$ cat src/rtl/pcs_pkg.sv
package pcs_pkg;

    typedef enum logic [2:0] {
        SEL_HOLD,
        SEL_INC,
        SEL_HWV,
        SEL_SWV,
        SEL_POP,
        SEL_BR,
        SEL_LOW
    } pc_sel_e;

    typedef enum logic [1:0] {
        OP_NONE,
        OP_PUSH,
        OP_POP
    } stk_op_e;

endpackage

$ cat src/rtl/pcs_sel.sv
module pcs_sel
    import pcs_pkg::*;
(
    input  logic    ce,
    input  logic    bubble,
    input  logic    hw_irq,
    input  logic    sw_irq,
    input  logic    do_ret,
    input  logic    do_call,
    input  logic    do_jump,
    input  logic    wr_lo,
    input  logic    wr_hi,
    output pc_sel_e sel,
    output stk_op_e op,
    output logic    redirect,
    output logic    buf_we
);

    always_comb begin
        sel      = SEL_HOLD;
        op       = OP_NONE;
        redirect = 1'b0;
        buf_we   = 1'b0;
        if (ce && !bubble) begin
            buf_we   = wr_hi;
            redirect = 1'b1;
            if (hw_irq) begin
                sel = SEL_HWV;
                op  = OP_PUSH;
            end else if (sw_irq) begin
                sel = SEL_SWV;
                op  = OP_PUSH;
            end else if (do_ret) begin
                sel = SEL_POP;
                op  = OP_POP;
            end else if (do_call) begin
                sel = SEL_BR;
                op  = OP_PUSH;
            end else if (do_jump) begin
                sel = SEL_BR;
            end else if (wr_lo) begin
                sel = SEL_LOW;
            end else begin
                sel      = SEL_INC;
                redirect = 1'b0;
            end
        end
    end

endmodule

$ cat src/rtl/pcs_stack.sv
module pcs_stack
    import pcs_pkg::*;
#(
    parameter int unsigned AW    = 11,
    parameter int unsigned DEPTH = 5
) (
    input  logic          clk,
    input  logic          rst_n,
    input  stk_op_e       op,
    input  logic [AW-1:0] push_val,
    output logic [AW-1:0] top_val
);

    localparam int unsigned CW = $clog2(DEPTH + 1);

    typedef struct packed {
        logic [DEPTH-1:0][AW-1:0] ent;
        logic [CW-1:0]            cnt;
        logic [AW-1:0]            last;
    } stk_t;

    stk_t s_d, s_q;

    always_comb begin
        s_d = s_q;
        case (op)
            OP_PUSH: begin
                for (int i = DEPTH - 1; i > 0; i--) begin
                    s_d.ent[i] = s_q.ent[i-1];
                end
                s_d.ent[0] = push_val;
                if (s_q.cnt != CW'(DEPTH)) begin
                    s_d.cnt = s_q.cnt + 1'b1;
                end
            end
            OP_POP: begin
                if (s_q.cnt != '0) begin
                    for (int i = 0; i < DEPTH - 1; i++) begin
                        s_d.ent[i] = s_q.ent[i+1];
                    end
                    s_d.ent[DEPTH-1] = '0;
                    s_d.last         = s_q.ent[0];
                    s_d.cnt          = s_q.cnt - 1'b1;
                end
            end
            default: ;
        endcase
    end

    always_ff @(posedge clk or negedge rst_n) begin
        if (!rst_n) begin
            s_q <= '0;
        end else begin
            s_q <= s_d;
        end
    end

    assign top_val = (s_q.cnt == '0) ? s_q.last : s_q.ent[0];

endmodule

$ cat src/rtl/prog_ctr_top.sv
module prog_ctr_top
    import pcs_pkg::*;
#(
    parameter int unsigned AW     = 11,
    parameter int unsigned TW     = 10,
    parameter int unsigned DW     = 8,
    parameter int unsigned DEPTH  = 5,
    parameter logic [10:0] RST_VEC = 11'h7FF,
    parameter logic [10:0] HW_VEC  = 11'h008,
    parameter logic [10:0] SW_VEC  = 11'h002
) (
    input  logic          clk,
    input  logic          rst_n,
    input  logic          ce,
    input  logic          hw_irq,
    input  logic          sw_irq,
    input  logic          do_ret,
    input  logic          do_call,
    input  logic          do_jump,
    input  logic [TW-1:0] tgt,
    input  logic          wr_lo,
    input  logic          wr_hi,
    input  logic [DW-1:0] wr_data,
    output logic [AW-1:0] fetch_addr,
    output logic [DW-1:0] lo_rd,
    output logic [DW-1:0] hi_rd,
    output logic          bubble
);

    localparam int unsigned HBW = AW - DW;
    localparam int unsigned PGW = AW - TW;

    typedef struct packed {
        logic [AW-1:0]  pc;
        logic [HBW-1:0] hbuf;
        logic           bub;
    } pc_st_t;

    pc_st_t  st_d, st_q;
    pc_sel_e sel;
    stk_op_e op;
    logic    redirect;
    logic    buf_we;
    logic [AW-1:0] pc_inc;
    logic [AW-1:0] push_val;
    logic [AW-1:0] pop_val;

    pcs_sel sel_i (
        .ce       (ce),
        .bubble   (st_q.bub),
        .hw_irq   (hw_irq),
        .sw_irq   (sw_irq),
        .do_ret   (do_ret),
        .do_call  (do_call),
        .do_jump  (do_jump),
        .wr_lo    (wr_lo),
        .wr_hi    (wr_hi),
        .sel      (sel),
        .op       (op),
        .redirect (redirect),
        .buf_we   (buf_we)
    );

    assign pc_inc   = st_q.pc + 1'b1;
    assign push_val = (sel == SEL_HWV) ? st_q.pc : pc_inc;

    pcs_stack #(
        .AW    (AW),
        .DEPTH (DEPTH)
    ) stack_i (
        .clk      (clk),
        .rst_n    (rst_n),
        .op       (op),
        .push_val (push_val),
        .top_val  (pop_val)
    );

    always_comb begin
        st_d = st_q;
        if (ce) begin
            st_d.bub = redirect;
            case (sel)
                SEL_INC: st_d.pc = pc_inc;
                SEL_HWV: st_d.pc = AW'(HW_VEC);
                SEL_SWV: st_d.pc = AW'(SW_VEC);
                SEL_POP: st_d.pc = pop_val;
                SEL_BR:  st_d.pc = {st_q.hbuf[HBW-1 -: PGW], tgt};
                SEL_LOW: st_d.pc = {st_q.hbuf, wr_data};
                default: st_d.pc = st_q.pc;
            endcase
            if (buf_we) begin
                st_d.hbuf = wr_data[HBW-1:0];
            end
        end
    end

    always_ff @(posedge clk or negedge rst_n) begin
        if (!rst_n) begin
            st_q.pc   <= AW'(RST_VEC);
            st_q.hbuf <= '0;
            st_q.bub  <= 1'b0;
        end else begin
            st_q <= st_d;
        end
    end

    assign fetch_addr = st_q.pc;
    assign lo_rd      = st_q.pc[DW-1:0];
    assign hi_rd      = {{(DW-HBW){1'b0}}, st_q.hbuf};
    assign bubble     = st_q.bub;

endmodule

$ cat config.mk
export PLATFORM = sky130hd
export DESIGN_NAME = prog_ctr_top
export DESIGN_NICKNAME = d
export VERILOG_FILES = /design/src/rtl/pcs_pkg.sv /design/src/rtl/pcs_sel.sv /design/src/rtl/pcs_stack.sv /design/src/rtl/prog_ctr_top.sv
export SDC_FILE = /design/constraint.sdc
export NUM_CORES = 1
export LEC_CHECK = 0
export BUFFER_PORTS_ARGS = -buffer_cell sky130_fd_sc_hd__buf_2
export CELL_PAD_IN_SITES_DETAIL_PLACEMENT = 0
export CELL_PAD_IN_SITES_GLOBAL_PLACEMENT = 2
export CORE_MARGIN = 4
export CORE_UTILIZATION = 39
export CTS_CLUSTER_DIAMETER = 50
export DETAILED_ROUTE_END_ITERATION = 10
export GPL_TIMING_DRIVEN = 0
export PLACE_DENSITY_LB_ADDON = 0.1
export SLEW_MARGIN = 10
export SYNTH_ARGS = -nofsm -noshare
export SYNTH_HDL_FRONTEND = slang
export SYNTH_SLANG_ARGS = --single-unit
$ cat constraint.sdc
create_clock -name clk -period 4.3 [get_ports clk]
set_input_delay 0.215 -clock clk [delete_from_list [all_inputs] [get_ports clk]]
set_output_delay 0.215 -clock clk [all_outputs]
set_load 0.01 [all_outputs]
==> results_dict.tcl <==
set metrics [dict create \
    insertion_delay_ns 0.35 \
    finalSetupViolations 0 \
    cts-root-to-sink-buffers 2 \
    antenna_cells 0 \
    worst_r2r_startpoint "bubble" \
    final_layout_size_suffix_gt1_frac 0.186 \
    core.rowCount 39 \
    max_stage_delay_ns 0.48 \
    critical-path-slowest-cell "sky130_fd_sc_hd__clkbuf_1" \
    switchingPower_mw 1.08 \
    numPortBuffers 50 \
    track_usage 0.210 \
    portion_of_total_power_attributed_to_the_clock_network 0.264 \
    synth.lib_cells_used.distinct 54 \
    total_leakage_power_nw 2.46 \
    avg_synthesized_cell_area_um2 8.87 \
    whs_path_depth 2 \
    power_per_cell_area_nw_per_um2 585 \
    die_outline_area_um2 13600 \
    drt_first_pass_iters 5 \
    share_of_the_yosys_chip_area_belonging_to_registers 0.459 \
    clk_transition_reported_paths_ns 0.06 \
    effective_utilization_at_floorplan 0.401 \
    yosys-top-cells-area "sky130_fd_sc_hd__dfrtp_1 40%, sky130_fd_sc_hd__nand2_1 8.9%, sky130_fd_sc_hd__dfstp_2 6.3%" \
    synth-seq-cells 84 \
    hold_end "bubble" \
    cts_sinks 84 \
    grt_max_degree 51 \
    post-synth-top-area-fraction 0.396 \
    areaGrowthSynthToFinish_pct 17.2 \
    synth_async_sr_flop_share 1.00 \
    grt_setup_unrepaired "false" \
    setup.worst_path.class "register to register" \
    place_hpwl_um 10000 \
    timing.critical_path.to_type "register" \
    detailedRoute.firstIterationViolations 286 \
    share_comb_of_total_power 0.284 \
    arrival_ns 3.51 \
    synth_enable_flop_cells 0 \
    core-area_um2 11500 \
    cap_viol_max_count 0 \
    synth_top_area_cell "sky130_fd_sc_hd__dfrtp_1" \
    synth_area_um2 4610 \
    run_status "finished, final reports clean" \
    min_path_type "primary input to register" \
    fin_nets 623 \
    drtAntennaViolNets 0 \
    first_pass_grt_wire_length_um 22100 \
    max_slew.worst_pin.slew_ns 0.681 \
    critPathTopFamily "buffers and inverters" \
    wire_per_inst_um 18.5 \
    tritoncts.num_buffers 9 \
    drc 0 \
    power.switching_fraction 0.341 \
    internal-power_mw 2.08 \
    worst_hold_margin_ns 0.109 \
    setup.worst_path.start_class "register" \
    timing.slew.headroom 0.546 \
    drt-vias-per-instance 5.68 \
    post-route-period-util 0.762 \
    worst_path_cell_chain "nor4b_1 -> clkbuf_1 -> nand2_1 -> inv_1 -> ha_1 -> clkbuf_1 -> nor2b_1 -> nor2_1 -> clkbuf_1 -> a22o_1" \
    min_period_ns 3.28 \
    hold_viol 0 \
    first_global_vias 4150 \
    worst_r2r_endpoint "stack_i.s_q[62]" \
    vdd_drop_max_mv 0.286 \
    number_of_antenna_violations_at_the_first_check_in_global_routing 0 \
    max_freq_mhz 305 \
    worst_r2r_path_depth 10 \
    dieHeight_um 117 \
    power.share.sequential 0.451 \
    most_frequent_standard_cell_in_the_layout_excluding_fill_and_tap_cells "sky130_fd_sc_hd__nand2_1" \
    reg2reg_slack_ns 1.02 \
    final-max-slew-violation-count 0 \
    vias 4166 \
    layout_common_cells "109 x sky130_fd_sc_hd__nand2_1, 73 x sky130_fd_sc_hd__dfrtp_1, 54 x sky130_fd_sc_hd__buf_2" \
    postSynthCellCount 520 \
    worstPathMaxFanout 10 \
    globalRouteOverflowTotal 0 \
    synth.yosys.warnings 0 \
    worst-endpoint-required_ns 4.53 \
    finalWeightedCongestion 0.834 \
    io_pins 56 \
    post_route_clock_skew_ns 0.00694 \
    tritoncts "built" \
    crit_buf_inv 4 \
    critPathMostFrequentCell "sky130_fd_sc_hd__clkbuf_1" \
    hold_start "ce" \
    finalSetupTns_ns 0 \
    cts_max_level 3 \
    synth_top_flop_cell "sky130_fd_sc_hd__dfrtp_1" \
    cts_root_buf "sky130_fd_sc_hd__clkbuf_16" \
    drt_wl_total_um 13600 \
    die_width_um 117 \
]
sequential cells by signal (all words and copies together), names as in the netlist:
register and flops:
bubble 1, fetch_addr 11, stack_i.s_q 69, hi_rd 3
cell type report:
cell class                      count  area (um^2)
Buffer                             51          246
Multi-Input combinational cell    376         2220
Fill cell                        1174         6110
Timing Repair Buffer               52          283
Clock inverter                      4         73.8
Inverter                           13         48.8
Tap cell                          143          179
Sequential cell                    84         2120
Clock buffer                       11          243
metal layers:
layer	global-route usage	routed length, um
met5	0	0
met4	0.0474	87
met2	0.322	6210
met3	0.0524	651
met1	0.303	6610
cells in the mapped netlist (all sizes together) (5+ instances only):
library cell    n
nand2         109
dfrtp          73
nor2           46
a31oi          35
clkbuf         29
buf            22
o21ai          20
a21oi          17
mux2i          17
a22o           14
inv            13
nor3           12
dfstp          11
nand3           9
ha              8
mux2            7
o21a            7
xnor2           7
a221o           5
a221oi          5
nor4            5
or3             5
worst max path at each step:
stage,from,endpoint,slack [ns],cells after the start
after floorplan,bubble,stack_i.s_q[59],1.83,10
after global placement,do_ret,stack_i.s_q[60],1.07,12
after detailed placement,bubble,stack_i.s_q[64],1.06,10
after CTS,bubble,stack_i.s_q[64],1.05,10
after global routing,bubble,stack_i.s_q[60],0.69,10
final,bubble,stack_i.s_q[62],1.02,10
cells by family after synthesis:
family | Yosys count | synth area share
simple gates | 204 | 0.195
compound gates | 127 | 0.191
buf+inv | 64 | 0.0640
flops | 84 | 0.459
other cells | 1 | 0.000813
xor+xnor | 8 | 0.0152
fa+ha+maj | 8 | 0.0217
mux | 24 | 0.0540
what timing repair did:
action / in CTS / in global routing
hold endpoints to repair: 44 / 0
hold buffers: 1 / 0
buffers inserted: 0 / 0
gates resized for setup: 0 / 0
metrics by stage:
stage | power [mW] | instances | area, um^2 | util | worst slack, ns
after floorplan | 2.01 | 524 | 4630 | - | 1.83
after global placement | 2.31 | 717 | 5060 | 0.439 | 1.07
after detailed placement | 2.34 | 718 | 5080 | 0.441 | 1.06
after CTS | 3.20 | 734 | 5410 | 0.470 | 1.05
after global routing | 3.38 | 734 | 5410 | 0.470 | 0.694
final | 3.16 | 734 | 5410 | 0.470 | 1.02
worst reg2reg max path: stages, from the launching register on:
cell and delay, ns:
sky130_fd_sc_hd__dfrtp_1 0.42, sky130_fd_sc_hd__nor4b_1 0.34, sky130_fd_sc_hd__clkbuf_1 0.48, sky130_fd_sc_hd__nand2_1 0.17, sky130_fd_sc_hd__inv_1 0.09, sky130_fd_sc_hd__ha_1 0.19
sky130_fd_sc_hd__clkbuf_1 0.41, sky130_fd_sc_hd__nor2b_1 0.34, sky130_fd_sc_hd__nor2_1 0.14, sky130_fd_sc_hd__clkbuf_1 0.30, sky130_fd_sc_hd__a22o_1 0.28
power groups by stage:
stage / Sequential, mW / Clock (mW) / Combinational [mW]
final: 1.43 / 0.836 / 0.899
after CTS: 1.43 / 0.862 / 0.911
after global placement: 1.42 / 0 / 0.885
after detailed placement: 1.44 / 0 / 0.904
after floorplan: 1.36 / 0 / 0.653
after global routing: 1.48 / 0.889 / 1.02
(Power assumes the default switching activity.)
